$ cat config.mk
export PLATFORM = sky130hd
export DESIGN_NAME = pt_walker
export DESIGN_NICKNAME = d
export VERILOG_FILES = /design/src/rtl/pt_walker.sv
export SDC_FILE = /design/constraint.sdc
export NUM_CORES = 1
export LEC_CHECK = 0
export BUFFER_PORTS_ARGS = -buffer_cell sky130_fd_sc_hd__clkbuf_2
export CAP_MARGIN = 10
export CORE_MARGIN = 2
export CORE_UTILIZATION = 44
export DETAILED_ROUTE_END_ITERATION = 7
export PLACE_DENSITY_LB_ADDON = 0.25
export REMOVE_ABC_BUFFERS = 1
export SLEW_MARGIN = 30
export SYNTH_ARGS = -nofsm -noshare
export SYNTH_HDL_FRONTEND = slang
export SYNTH_SLANG_ARGS = --single-unit
$ cat constraint.sdc
create_clock -name clk -period 2.4 [get_ports clk]
set_clock_uncertainty 0.2 [all_clocks]
set_input_delay 0.12 -clock clk [delete_from_list [all_inputs] [get_ports clk]]
set_output_delay 0.12 -clock clk [all_outputs]
set_load 0.02 [all_outputs]
$ cat src/rtl/pt_walker.sv
module pt_walker #(
  parameter int VA_W  = 32,
  parameter int PA_W  = 40,
  parameter int CTX_W = 27,
  parameter int RSP_W = 64
) (
  input  logic              clk,
  input  logic              rst_n,
  input  logic              miss_valid,
  output logic              miss_ready,
  input  logic [VA_W-1:0]   miss_vaddr,
  input  logic [CTX_W-1:0]  ctx_base,
  output logic              mem_req_valid,
  input  logic              mem_req_ready,
  output logic [PA_W-1:0]   mem_req_addr,
  input  logic              mem_rsp_valid,
  input  logic [RSP_W-1:0]  mem_rsp_data,
  output logic              res_valid,
  output logic              res_fault,
  output logic              res_fault_lvl,
  output logic              res_big,
  output logic [PA_W-13:0]  res_ppn,
  output logic [PA_W-1:0]   res_paddr
);
  localparam int PG_SH     = 12;
  localparam int BIG_SH    = 21;
  localparam int PPN_W     = PA_W - PG_SH;
  localparam int BIG_PPN_W = PA_W - BIG_SH;
  localparam int CTX_SH    = PA_W - CTX_W;
  localparam int L1_IDX_W  = VA_W - BIG_SH;
  localparam int L2_IDX_W  = BIG_SH - PG_SH;
  localparam int E1_V      = 31;
  localparam int E1_B      = 30;
  localparam int E2_V      = RSP_W - 1;

  typedef enum logic [2:0] {IDLE, FETCH_L1, WAIT_L1, FETCH_L2, WAIT_L2, DONE} st_t;

  st_t              st;
  logic [VA_W-1:0]  va_q;
  logic [CTX_W-1:0] ctx_q;
  logic [PPN_W-1:0] tbl_q;
  logic [PPN_W-1:0] ppn_q;
  logic             big_q, fault_q, lvl_q;

  logic             accept;
  logic [PA_W-1:0]  l1_addr, l2_addr;
  logic             unused_bits;

  assign miss_ready    = (st == IDLE) || (st == DONE);
  assign accept        = miss_valid && miss_ready;
  assign mem_req_valid = (st == FETCH_L1) || (st == FETCH_L2);
  assign res_valid     = (st == DONE);

  assign l1_addr = {ctx_q, {CTX_SH{1'b0}}}
                 + {{(PA_W-L1_IDX_W-2){1'b0}}, va_q[VA_W-1:BIG_SH], 2'b00};
  assign l2_addr = {tbl_q, {PG_SH{1'b0}}}
                 + {{(PA_W-L2_IDX_W-3){1'b0}}, va_q[BIG_SH-1:PG_SH], 3'b000};
  assign mem_req_addr = (st == FETCH_L2) ? l2_addr : l1_addr;

  assign res_fault     = fault_q;
  assign res_fault_lvl = lvl_q;
  assign res_big       = big_q;
  assign res_ppn       = ppn_q;
  assign res_paddr     = big_q ? {ppn_q[BIG_PPN_W-1:0], va_q[BIG_SH-1:0]}
                               : {ppn_q, va_q[PG_SH-1:0]};

  assign unused_bits = ^{mem_rsp_data[RSP_W-2:32], mem_rsp_data[E1_B-1:PPN_W]};

  always_ff @(posedge clk or negedge rst_n) begin
    if (!rst_n) begin
      st      <= IDLE;
      va_q    <= '0;
      ctx_q   <= '0;
      tbl_q   <= '0;
      ppn_q   <= '0;
      big_q   <= 1'b0;
      fault_q <= 1'b0;
      lvl_q   <= 1'b0;
    end else begin
      case (st)
        IDLE, DONE: begin
          if (accept) begin
            st      <= FETCH_L1;
            va_q    <= miss_vaddr;
            ctx_q   <= ctx_base;
            ppn_q   <= '0;
            big_q   <= 1'b0;
            fault_q <= 1'b0;
            lvl_q   <= 1'b0;
          end else begin
            st <= IDLE;
          end
        end
        FETCH_L1: if (mem_req_ready) st <= WAIT_L1;
        WAIT_L1: begin
          if (mem_rsp_valid) begin
            if (!mem_rsp_data[E1_V]) begin
              fault_q <= 1'b1;
              lvl_q   <= 1'b0;
              st      <= DONE;
            end else if (mem_rsp_data[E1_B]) begin
              big_q <= 1'b1;
              ppn_q <= {{(PPN_W-BIG_PPN_W){1'b0}}, mem_rsp_data[BIG_PPN_W-1:0]};
              st    <= DONE;
            end else begin
              tbl_q <= mem_rsp_data[PPN_W-1:0];
              st    <= FETCH_L2;
            end
          end
        end
        FETCH_L2: if (mem_req_ready) st <= WAIT_L2;
        WAIT_L2: begin
          if (mem_rsp_valid) begin
            if (!mem_rsp_data[E2_V]) begin
              fault_q <= 1'b1;
              lvl_q   <= 1'b1;
            end else begin
              ppn_q <= mem_rsp_data[PPN_W-1:0];
            end
            st <= DONE;
          end
        end
        default: st <= IDLE;
      endcase
    end
  end

  a_r7_one_walk: assert property (@(posedge clk) disable iff (!rst_n)
    (miss_valid && miss_ready) |=> !miss_ready);

  a_r7_busy_while_fetch: assert property (@(posedge clk) disable iff (!rst_n)
    mem_req_valid |-> !miss_ready);

  a_r8_req_hold: assert property (@(posedge clk) disable iff (!rst_n)
    (mem_req_valid && !mem_req_ready) |=> (mem_req_valid && $stable(mem_req_addr)));

  a_r9_pulse: assert property (@(posedge clk) disable iff (!rst_n)
    res_valid |=> !res_valid);

  a_r6_fault_not_big: assert property (@(posedge clk) disable iff (!rst_n)
    (res_valid && res_fault) |-> !res_big);
endmodule

---- Word-level counts from Yosys, hierarchy flattened ----
Index checks and enable logic that the tools add are counted.
cells by class
  $add $sub $neg .......................... 2
  multiplexer cells ....................... 30
  equal/unequal tests ..................... 15
  reductions and logical operators ........ 13
  bitwise gates (word level) .............. 1
operators with widths
  operator            count
  $mux 28             6
  $pmux 28 s3         1
  $mux 40             2
  $add 40x12->40      1
  $add 40x13->40      1
  $ne 2x2->1 const B  10
  $mux 3              6
  $pmux 3 s5          1
  $mux 1              11
  $reduce_and 4->1    2
  $reduce_and 7->1    1
  $eq 3x2->1 const B  2
  $eq 3x3->1 const B  2
  $pmux 1 s3          2
  $reduce_and 6->1    1
  $reduce_and 5->1    1
  $eq 3x1->1 const B  1
  $logic_not 3->1     1
  $reduce_bool 3->1   1
  $logic_or 1x1->1    2
  $pmux 1 s2          1
  $reduce_and 2->1    1
  $reduce_bool 2->1   1
  $reduce_or 2->1     1
  2 further kinds     2
word-level totals
  output and inout port bits .............. 114
  bits in registers ....................... 121
  bits of input ports ..................... 128
  word-level logic and storage cells ...... 69

---- Logic depth before layout (Yosys ltp) ----
Gate-level depths: netlist (run 1).
  depth after elaboration ................. 5
  mapped depth ............................ 7
  mapped depth without buffers ............ 4

---- Worst setup path before layout (run 1) ----
Ideal clock, no wire load.
  path type ............................... register to register
  start point ............................. reg st[0]
  end point ............................... reg ctx_q[0]
  setup time .............................. 0.125 ns
  cell stages (with the launch flop) ...... 7
  clock period less this slack ............ 2.150 ns
  required time ........................... 2.075 ns
  buffers on the path ..................... 2
  slack ................................... 0.250 ns
  arrival time ............................ 1.826 ns
  cells stage by stage .................... dfrtp_1 > and2b_1 > nor3_2 > and2_1 > buf_2 > buf_4 > mux2_2
between the ends
  cells in the longest elaborated chain, start to end .. 4
  elaborated cells on any way between the ends .. 6
  those cells by class .................... eq/ne: 1; reduce/logical: 5
ends and longest elaborated chain
  item                                                  line  text
  start, declared                                       38    st_t st;
  start signal, assigned                                71    st <= IDLE;
  start signal, assigned                                83    st <= FETCH_L1;
  start signal, assigned                                91    st <= IDLE;
  $eq 3x3->1 / $logic_not 3->1 (equally long branches)  49    assign miss_ready = (st == IDLE) || (st == DONE);
  $logic_or 1x1->1 (*)                                  49
  net miss_ready                                        10    output logic miss_ready,
  $logic_and 1x1->1 (*)                                 50    assign accept = miss_valid && miss_ready;
  $reduce_and 2->1 (no source line) (*)                 n/a
  end signal, assigned                                  85    ctx_q <= ctx_base;
  end, declared                                         40    logic [CTX_W-1:0] ctx_q;
The timed path passes the listed nets; every way through them passes the cells marked *.
A chain may end at the register's enable or synchronous reset.

---- Worst setup path in the final report (run 1) ----
  start point ............................. reg st[0]
  end point ............................... out mem_req_addr[28]
between the ends
  cells in the longest elaborated chain, start to end .. 2
ends and longest elaborated chain
  item           line  text
  $eq 3x2->1     58    assign mem_req_addr = (st == FETCH_L2) ? l2_addr : l1_addr;
  $mux 40        58
  end, declared  15    output logic [PA_W-1:0] mem_req_addr,
No other way between the ends.

==> results of run 1 <==
cell families (layout without fill, tap and decap cells):
| family | after synthesis | in the layout |
|---|---|---|
| other cells | 1 | 2 |
| mux | 155 | 155 |
| xor+xnor | 1 | 1 |
| buf+inv | 61 | 377 |
| compound gates | 42 | 42 |
| simple gates | 77 | 77 |
| flops | 121 | 121 |
power by group:
part           internal [mW]  switching, mW  leakage [nW]
registers               2.99          0.594          1.51
clock network           1.73          0.866         0.299
logic                   2.44           2.99          2.25
total                   7.15           4.45          4.06
per-layer routing:
metal / up-vias / GRT usage / wire length [um]
met2: 125 / 0.419 / 8300
met4: 0 / 0.0813 / 265
li1: 2169 / - / -
met3: 21 / 0.0637 / 603
met5: - / 0 / 0
met1: 2233 / 0.267 / 6270
worst min path at each step:
| stage | start | slack, ps | to |
|---|---|---|---|
| 4_1_cts | mem_rsp_data[63] | 60 | res_fault |
| 2_1_floorplan | rst_n | -380 | ctx_q[0] |
| 6_report | mem_rsp_data[63] | 100 | res_fault_lvl |
| 5_1_grt | mem_rsp_data[63] | 110 | res_fault_lvl |
| 3_3_place_gp | rst_n | -240 | va_q[11] |
| 3_5_place_dp | rst_n | -240 | va_q[9] |
registers in the layout, indices dropped and copies added (netlist names):
signal	count
ctx_q	27
res_big	1
res_fault	1
st	3
tbl_q	28
va_q	32
res_ppn	28
res_fault_lvl	1
metrics by stage:
step                      TNS, ps  std cells
after floorplan            -62560        429
after global placement          0        821
after detailed placement        0        821
after CTS                       0        947
after global routing        -7.90        947
final                           0        947
cell usage in the layout (no fill, tap or decap), types with 3 or more instances in the layout:
| cell | Yosys | final |
|---|---|---|
| clkbuf_2 | 0 | 205 |
| nand2_1 | 60 | 59 |
| buf_4 | 8 | 9 |
| dlygate4sd3_1 | 0 | 95 |
| inv_1 | 31 | 31 |
| clkbuf_16 | 0 | 17 |
| o22ai_1 | 3 | 3 |
| dfrtp_1 | 121 | 118 |
| buf_12 | 0 | 6 |
| clkbuf_8 | 0 | 4 |
| bufinv_16 | 0 | 3 |
| clkinv_2 | 0 | 4 |
| dfrtp_2 | 0 | 3 |
| mux2i_1 | 28 | 28 |
| nor2_1 | 4 | 4 |
| o21ai_0 | 30 | 30 |
| mux2_2 | 127 | 127 |
worst max-delay path, stage by stage, from the launching register on:
cell and delay (ps):
dfrtp_2 490, and2b_1 230, nand2_2 150, buf_12 200, mux2_2 350, clkbuf_2 170
cell type report:
class | count | area, um^2 | area share
multi-input cells | 277 | 2310 | 0.274
inverters | 31 | 116 | 0.0138
repair buffers | 315 | 2160 | 0.256
flip-flops and latches | 121 | 3030 | 0.359
clock buffers | 23 | 488 | 0.0578
well taps | 172 | 215 | 0.0255
clock inverters | 8 | 118 | 0.0139
timing repair:
item / CTS / global route
endpoints found under the setup margin: 37 / 32
pin swaps: 0 / 0
hold buffers: 95 / 0
resized for setup: 4 / 4
hold endpoints to repair: 240 / 0
==> flow_summary.json, run 1 <==
{
  "path_clk_slew_ps": 50,
  "cts_tree": "done",
  "setup-violations-final": 0,
  "power.total_mw": 11.6,
  "yosysMostFrequentCell": "mux2_2",
  "design_area_um2": 8450,
  "yosys.area.top_type_share": 0.536,
  "p_leak_nw": 4.06,
  "critical_path_class": "reg -> out",
  "max_cap_violations": 0,
  "setup.worst_path.start_class": "flop",
  "core_um2": 12600,
  "synthAdderAreaFrac": 0,
  "first_pass_iters": 4,
  "die_w_um": 117,
  "drive_above_1_share": 0.497,
  "synth_mux_area_frac": 0.303,
  "clkSinkCount": 121,
  "numCtsBuffers": 17,
  "drcViolationCount": 0,
  "synth_common_cells": "mux2_2, dfrtp_1, nand2_1, inv_1, o21ai_0",
  "ant_nets": 0,
  "netlist_instances": 458,
  "path_max_fanout": 20,
  "avgViaCountPerCell": 4.80,
  "rows": 41,
  "cts_max_level": 4,
  "areaGrowthSynthToFinish_pct": 49.5,
  "synth_top_family_by_area": "multiplexers",
  "r2r-end": "va_q[3]",
  "dpl_cell_area_um2": 6860,
  "async_flop_share": 1.00,
  "required_ps": 2080,
  "fin_crit_sh": 0.973,
  "grt_use_total": 0.233,
  "antenna_found_initial": 0,
  "powerDensity_nw_per_um2": 1370,
  "die_h_um": 117,
  "synth_compound_area_frac": 0.0416,
  "synthTopCellsByArea": "dfrtp_1, mux2_2, mux2i_1, nand2_1, o21ai_0",
  "crit_start": "st[0]",
  "status": "finished, final reports clean",
  "finalHoldViolCount": 0,
  "syn_area_um2": 5650,
  "synth_area_leader_cell": "dfrtp_1",
  "hold_class": "in -> reg",
  "diodes": 0,
  "whs_ps": 97.9,
  "preCtsSetupSlack_ps": 247,
  "period_minus_slack_ps": 2340,
  "fill_cells": 956,
  "clock_path_buffers": 2,
  "synth_xor_area_frac": 0.00155,
  "routed-via-count": 4548,
  "synth_edf_count": 0,
  "fmax_ghz": 0.428,
  "cts_root_buffer": "clkbuf_16",
  "pin_count": 242,
  "fin_util": 0.672,
  "synthSimpleGateAreaFrac": 0.0596,
  "fin_nets": 891,
  "grt_max_degree": 78,
  "routabilityCongestion": 0.839,
  "synth_flop_cell": "dfrtp_1",
  "dieArea_um2": 13800,
  "ys_warn_count": 0,
  "r2r_start": "st[0]",
  "layout_setup_ws_ps": 64.7,
  "synthDistinctLibCells": 31,
  "ys_seq_area_frac": 0.536,
  "portBuffers": 206,
  "clk_latency_ps": 400,
  "worstSetupEndpoint": "mem_req_addr[28]",
  "drtIter0Drc": 228,
  "avgSynthCellArea_um2": 12.3,
  "hold_path_depth": 4,
  "reg2reg_depth": 5,
  "rsz0062_at_grt": "true",
  "postCtsSetupBuffers": 0,
  "r2r_slack_ps": 290,
  "maxSlewViolCount": 0,
  "routed_wl_mm": 15.4,
  "hpwl_mm": 10.1,
  "peakVddDrop_mv": 0.749,
  "first_global_vias": 5011,
  "crit_path_end_kind": "primary output",
  "overflow": 0,
  "grt_pass1_wl_mm": 25.4,
  "start_util": 0.450,
  "synth_seq_cells": 121,
  "wl_per_cell_um": 16.3,
  "arrival_ps": 2020
}
No activity file was read; power rests on OpenSTA's default activity.
==> run 2: changes to the inputs <==
ABC_AREA = 1   (was not set)
==> flow_summary.json, run 2 <==
{
  "status": "finished, final reports clean",
  "critical_path_class": "reg -> out",
  "hpwl_mm": 11.2,
  "final_common_cell": "nand2_1",
  "reg2reg_depth": 8,
  "path_max_fanout": 26,
  "synth_seq_cells": 121,
  "grt_use_total": 0.256,
  "path_clk_slew_ps": 60,
  "powerDensity_nw_per_um2": 1400,
  "drtIter0Drc": 276,
  "avgSynthCellArea_um2": 7.47,
  "r2r_slack_ps": 310,
  "fin_util": 0.677,
  "maxSlewViolCount": 0,
  "r2r_start": "st[1]",
  "diodes": 0,
  "pin_count": 242,
  "overflow": 0,
  "slew_headroom": 0.630,
  "syn_area_um2": 5800,
  "rows": 41,
  "max_cap_violations": 0,
  "setup.worst_path.start_class": "flop",
  "routed_wl_mm": 17.3,
  "period_minus_slack_ps": 2260,
  "ys_warn_count": 0,
  "areaGrowthSynthToFinish_pct": 48.7,
  "first_pass_iters": 5,
  "crit_path_end_kind": "primary output",
  "postCtsSetupBuffers": 0,
  "finalHoldViolCount": 0,
  "portBuffers": 206,
  "p_leak_nw": 4.85,
  "netlist_instances": 776,
  "die_h_um": 119,
  "async_flop_share": 1.00,
  "cts_root_buffer": "clkbuf_16",
  "cts_tree": "done",
  "routed-via-count": 5861,
  "die_w_um": 119,
  "grt_max_degree": 60,
  "whs_ps": 48.3,
  "dpl_cell_area_um2": 6950,
  "first_global_vias": 5968,
  "synth_common_cells": "nand2_1, dfrtp_1, inv_1, o21ai_0, nand3_1",
  "yosysMostFrequentCell": "nand2_1",
  "clk_latency_ps": 410,
  "numCtsBuffers": 17,
  "drive_above_1_share": 0.253,
  "dieArea_um2": 14100,
  "layout_common_cells": "nand2_1, clkbuf_2, dfrtp_1",
  "yosys.area.top_type_share": 0.522,
  "setup-violations-final": 0,
  "synth_flop_cell": "dfrtp_1",
  "core_um2": 12700,
  "synthDistinctLibCells": 22,
  "fin_nets": 1191,
  "rsz0062_at_grt": "false",
  "design_area_um2": 8620,
  "fill_cells": 1046,
  "ys_seq_area_frac": 0.522,
  "peakVddDrop_mv": 0.655,
  "fmax_ghz": 0.442,
  "avgViaCountPerCell": 4.70,
  "antenna_found_initial": 0,
  "fin_crit_sh": 0.942,
  "arrival_ps": 1940,
  "drcViolationCount": 0,
  "wl_per_cell_um": 13.9,
  "routabilityCongestion": 0.841,
  "synth_edf_count": 0,
  "largest_register": "va_q",
  "tightest_slew_ps": 556,
  "cts_max_level": 4,
  "largest_register_ff_count": 32,
  "start_util": 0.456,
  "tns_ps": 0,
  "grt_pass1_wl_mm": 28.8,
  "synthTopCellsByArea": "dfrtp_1, nand2_1, o21ai_0, inv_1, nand3_1",
  "required_ps": 2080,
  "power.total_mw": 12.0,
  "ant_nets": 0,
  "synth_area_leader_cell": "dfrtp_1",
  "clock_path_buffers": 2,
  "clkSinkCount": 121,
  "hold_class": "in -> async",
  "r2r-end": "res_ppn[15]"
}
[run 2: cell count changes after synthesis, moves of 4 or more]
cell and delta:
mux2i_1 -28, o21ai_0 +27, buf_2 +15, nand2_1 +322, mux2_2 -127, o21ai_1 +21
inv_1 +26, clkbuf_1 +5, inv_2 +4, nand3_1 +38, nor2_1 +29
[run 2: stage by stage]
stage	cells	setup WS, ps
3_3_place_gp	1122	362
5_1_grt	1248	44.1
3_5_place_dp	1122	306
4_1_cts	1248	25.9
6_report	1248	140
2_1_floorplan	730	-331
[run 2: layout make-up]
type | instances | area (um^2) | share of cell area
Clock buffer | 19 | 453 | 0.0526
Clock inverter | 13 | 270 | 0.0314
Inverter | 61 | 233 | 0.0270
Multi-Input combinational cell | 548 | 2280 | 0.265
Sequential cell | 121 | 3030 | 0.352
Tap cell | 172 | 215 | 0.0250
Timing Repair Buffer | 314 | 2130 | 0.248
[run 2: power by group]
part	internal, mW	total [mW]	switching [mW]
Clock	2.21	3.13	0.924
Combinational	1.72	5.38	3.66
Sequential	2.95	3.52	0.577
[run 2: cells by family (layout without fill, tap and decap cells)]
logic type      Yosys count  count (layout)  synth area share
buf+inv                 108             407            0.0870
simple gates            465             465             0.319
compound gates           81              81            0.0710
other cells               1               2          0.000647
flops                   121             121             0.522
[run 2: what timing repair did]
item | in CTS | in global routing
gates resized for setup | 0 | 2
hold buffers | 94 | 0
endpoints found under the setup margin | 0 | 21
endpoints found under the hold margin | 242 | 0
[run 2: worst max-delay path by stage]
stage	start	end	slack, ps	cells past startpoint
6_report	st[2]	mem_req_addr[10]	140	7
5_1_grt	st[2]	mem_req_addr[2]	40	8
4_1_cts	st[2]	mem_req_addr[32]	30	9
3_5_place_dp	st[2]	res_ppn[15]	310	8
3_3_place_gp	st[2]	res_ppn[2]	360	8
2_1_floorplan	st[2]	mem_req_addr[2]	-330	6
[run 2: per-layer routing]
layer	vias up	track usage	wire length, um
li1	2954	-	-
met1	2670	0.321	7560
met2	201	0.421	8250
met3	36	0.0705	1120
met4	0	0.0990	381
met5	-	0	0
[run 2: worst max-delay path: stages (launching register included)]
cell and delay, ps:
dfrtp_2 470, inv_1 70, nand2_1 70, inv_2 90, nand2_2 90, buf_4 250, o21ai_0 240, clkbuf_2 220
==> run 3: changes to the inputs <==
CORE_UTILIZATION = 50   (was 44)
clock period = 2.81 ns   (was 2.4 ns; I/O delays follow)
==> flow_summary.json, run 3 (same netlist as run 2, synthesis figures left out) <==
{
  "reg2reg_depth": 8,
  "power_frac_seq": 0.304,
  "hpwl_mm": 10.6,
  "required_ps": 2470,
  "hold_class": "in -> async",
  "use_met2": 0.486,
  "largest_register_ff_count": 32,
  "design_area_um2": 8440,
  "rsz0062_at_grt": "false",
  "wl_per_cell_um": 14.3,
  "setup-violations-final": 0,
  "drcViolationCount": 0,
  "antenna_found_initial": 0,
  "combPwrFrac": 0.457,
  "ant_nets": 0,
  "first_pass_iters": 5,
  "die_h_um": 112,
  "grt_max_degree": 74,
  "start_util": 0.510,
  "die_w_um": 112,
  "dpl_cell_area_um2": 6850,
  "r2r_start": "st[1]",
  "r2r-end": "res_ppn[20]",
  "diodes": 0,
  "path_clk_slew_ps": 50,
  "cts_tree": "done",
  "fmax_ghz": 0.376,
  "overflow": 0,
  "grt_pass1_wl_mm": 28.9,
  "first_global_vias": 5991,
  "clock_path_buffers": 2,
  "rows": 39,
  "path_max_fanout": 47,
  "arrival_ps": 2320,
  "maxSlewViolCount": 0,
  "clkSinkCount": 121,
  "routabilityCongestion": 0.880,
  "status": "finished, final reports clean",
  "max_cap_violations": 0,
  "cts_max_level": 4,
  "p_int_mw": 5.54,
  "crit_path_end_kind": "primary output",
  "critical_path_class": "reg -> out",
  "fin_crit_sh": 0.947,
  "setup.worst_path.start_class": "flop",
  "powerDensity_nw_per_um2": 1180,
  "grt_use_total": 0.291,
  "clkPwrFrac": 0.239,
  "layout_common_cells": "nand2_1, clkbuf_2, dfrtp_1",
  "pin_count": 242,
  "avgViaCountPerCell": 4.93,
  "drive_above_1_share": 0.247,
  "fill_cells": 848,
  "clk_latency_ps": 410,
  "tns_ps": 0,
  "finalHoldViolCount": 0,
  "routed-via-count": 5995,
  "period_minus_slack_ps": 2660,
  "portBuffers": 206,
  "met3_usage": 0.0686,
  "tightest_slew_ps": 768,
  "routed_wl_mm": 17.4,
  "worstSetupEndpoint": "mem_req_addr[8]",
  "numCtsBuffers": 17,
  "core_um2": 11400,
  "crit_start": "st[2]",
  "postCtsSetupBuffers": 0,
  "drtIter0Drc": 409,
  "final_common_cell": "nand2_1",
  "largest_register": "va_q",
  "fin_nets": 1188,
  "dieArea_um2": 12500,
  "grt-busiest-layer": "met2",
  "slew_headroom": 0.487,
  "r2r_slack_ps": 220,
  "cts_root_buffer": "clkbuf_16",
  "peakVddDrop_mv": 0.706,
  "p_leak_nw": 4.81,
  "cts_resized": 0,
  "p_sw_mw": 4.39,
  "met1_usage": 0.358,
  "areaGrowthSynthToFinish_pct": 45.7,
  "switching_share": 0.442
}
## run 3: worst max-delay path, cell delays in order, from the launching register on
cell and delay (ps):
dfrtp_1 560, inv_1 110, nand2_1 120, inv_2 60, nand2_2 80, buf_4 420, nand2_1 140, o21ai_0 150
clkbuf_2 220
## run 3: per-stage QoR
step,instances,hold slack (ps),power (mW),worst slack [ps],util
finish,1216,99.8,9.93,148,0.743
global route,1216,167,10.6,24.0,0.743
global placement,1090,1.29,7.30,319,0.603
floorplan,730,-355,5.77,58.6,-
detailed placement,1090,-5.43,7.38,260,0.603
CTS,1216,132,9.89,202,0.743
## run 3: worst min-delay path by stage
stage               startpoint        to  depth (start not counted)
floorplan                rst_n  ctx_q[0]                          0
global placement         rst_n   va_q[7]                          1
detailed placement       rst_n   va_q[7]                          1
CTS                      rst_n   va_q[2]                          2
global route             rst_n   va_q[0]                          2
finish                   rst_n   va_q[8]                          2
## run 3: final cells by class
type | instances | area [um^2] | share of cell area
flip-flops and latches | 121 | 3030 | 0.359
repair buffers | 311 | 2070 | 0.246
well taps | 143 | 179 | 0.0212
multi-input cells | 548 | 2280 | 0.270
clock inverters | 7 | 135 | 0.0160
clock buffers | 25 | 515 | 0.0611
inverters | 61 | 229 | 0.0271
## run 3: what timing repair did
item / 4_1_cts / 5_1_grt
hold buffers: 94 / 0
setup endpoints to repair: 0 / 0
hold endpoints to repair: 191 / 0
## run 3: routing by layer
metal  part of all wire  vias to the layer above  routed length (um)
li1                   -                     2939                   -
met3              0.062                       49                1080
met5                  0                        -                   0
met1               0.41                     2785                7230
met4              0.036                        0                 622
met2               0.49                      222                8510
## run 3: power by group through the flow
stage | sequential (mW) | clock, mW | combinational (mW)
finish | 3.01 | 2.38 | 4.54
global route | 3.11 | 2.47 | 5.04
CTS | 3.00 | 2.38 | 4.51
detailed placement | 3.01 | 0 | 4.37
global placement | 3.00 | 0 | 4.31
floorplan | 3.23 | 0 | 2.54
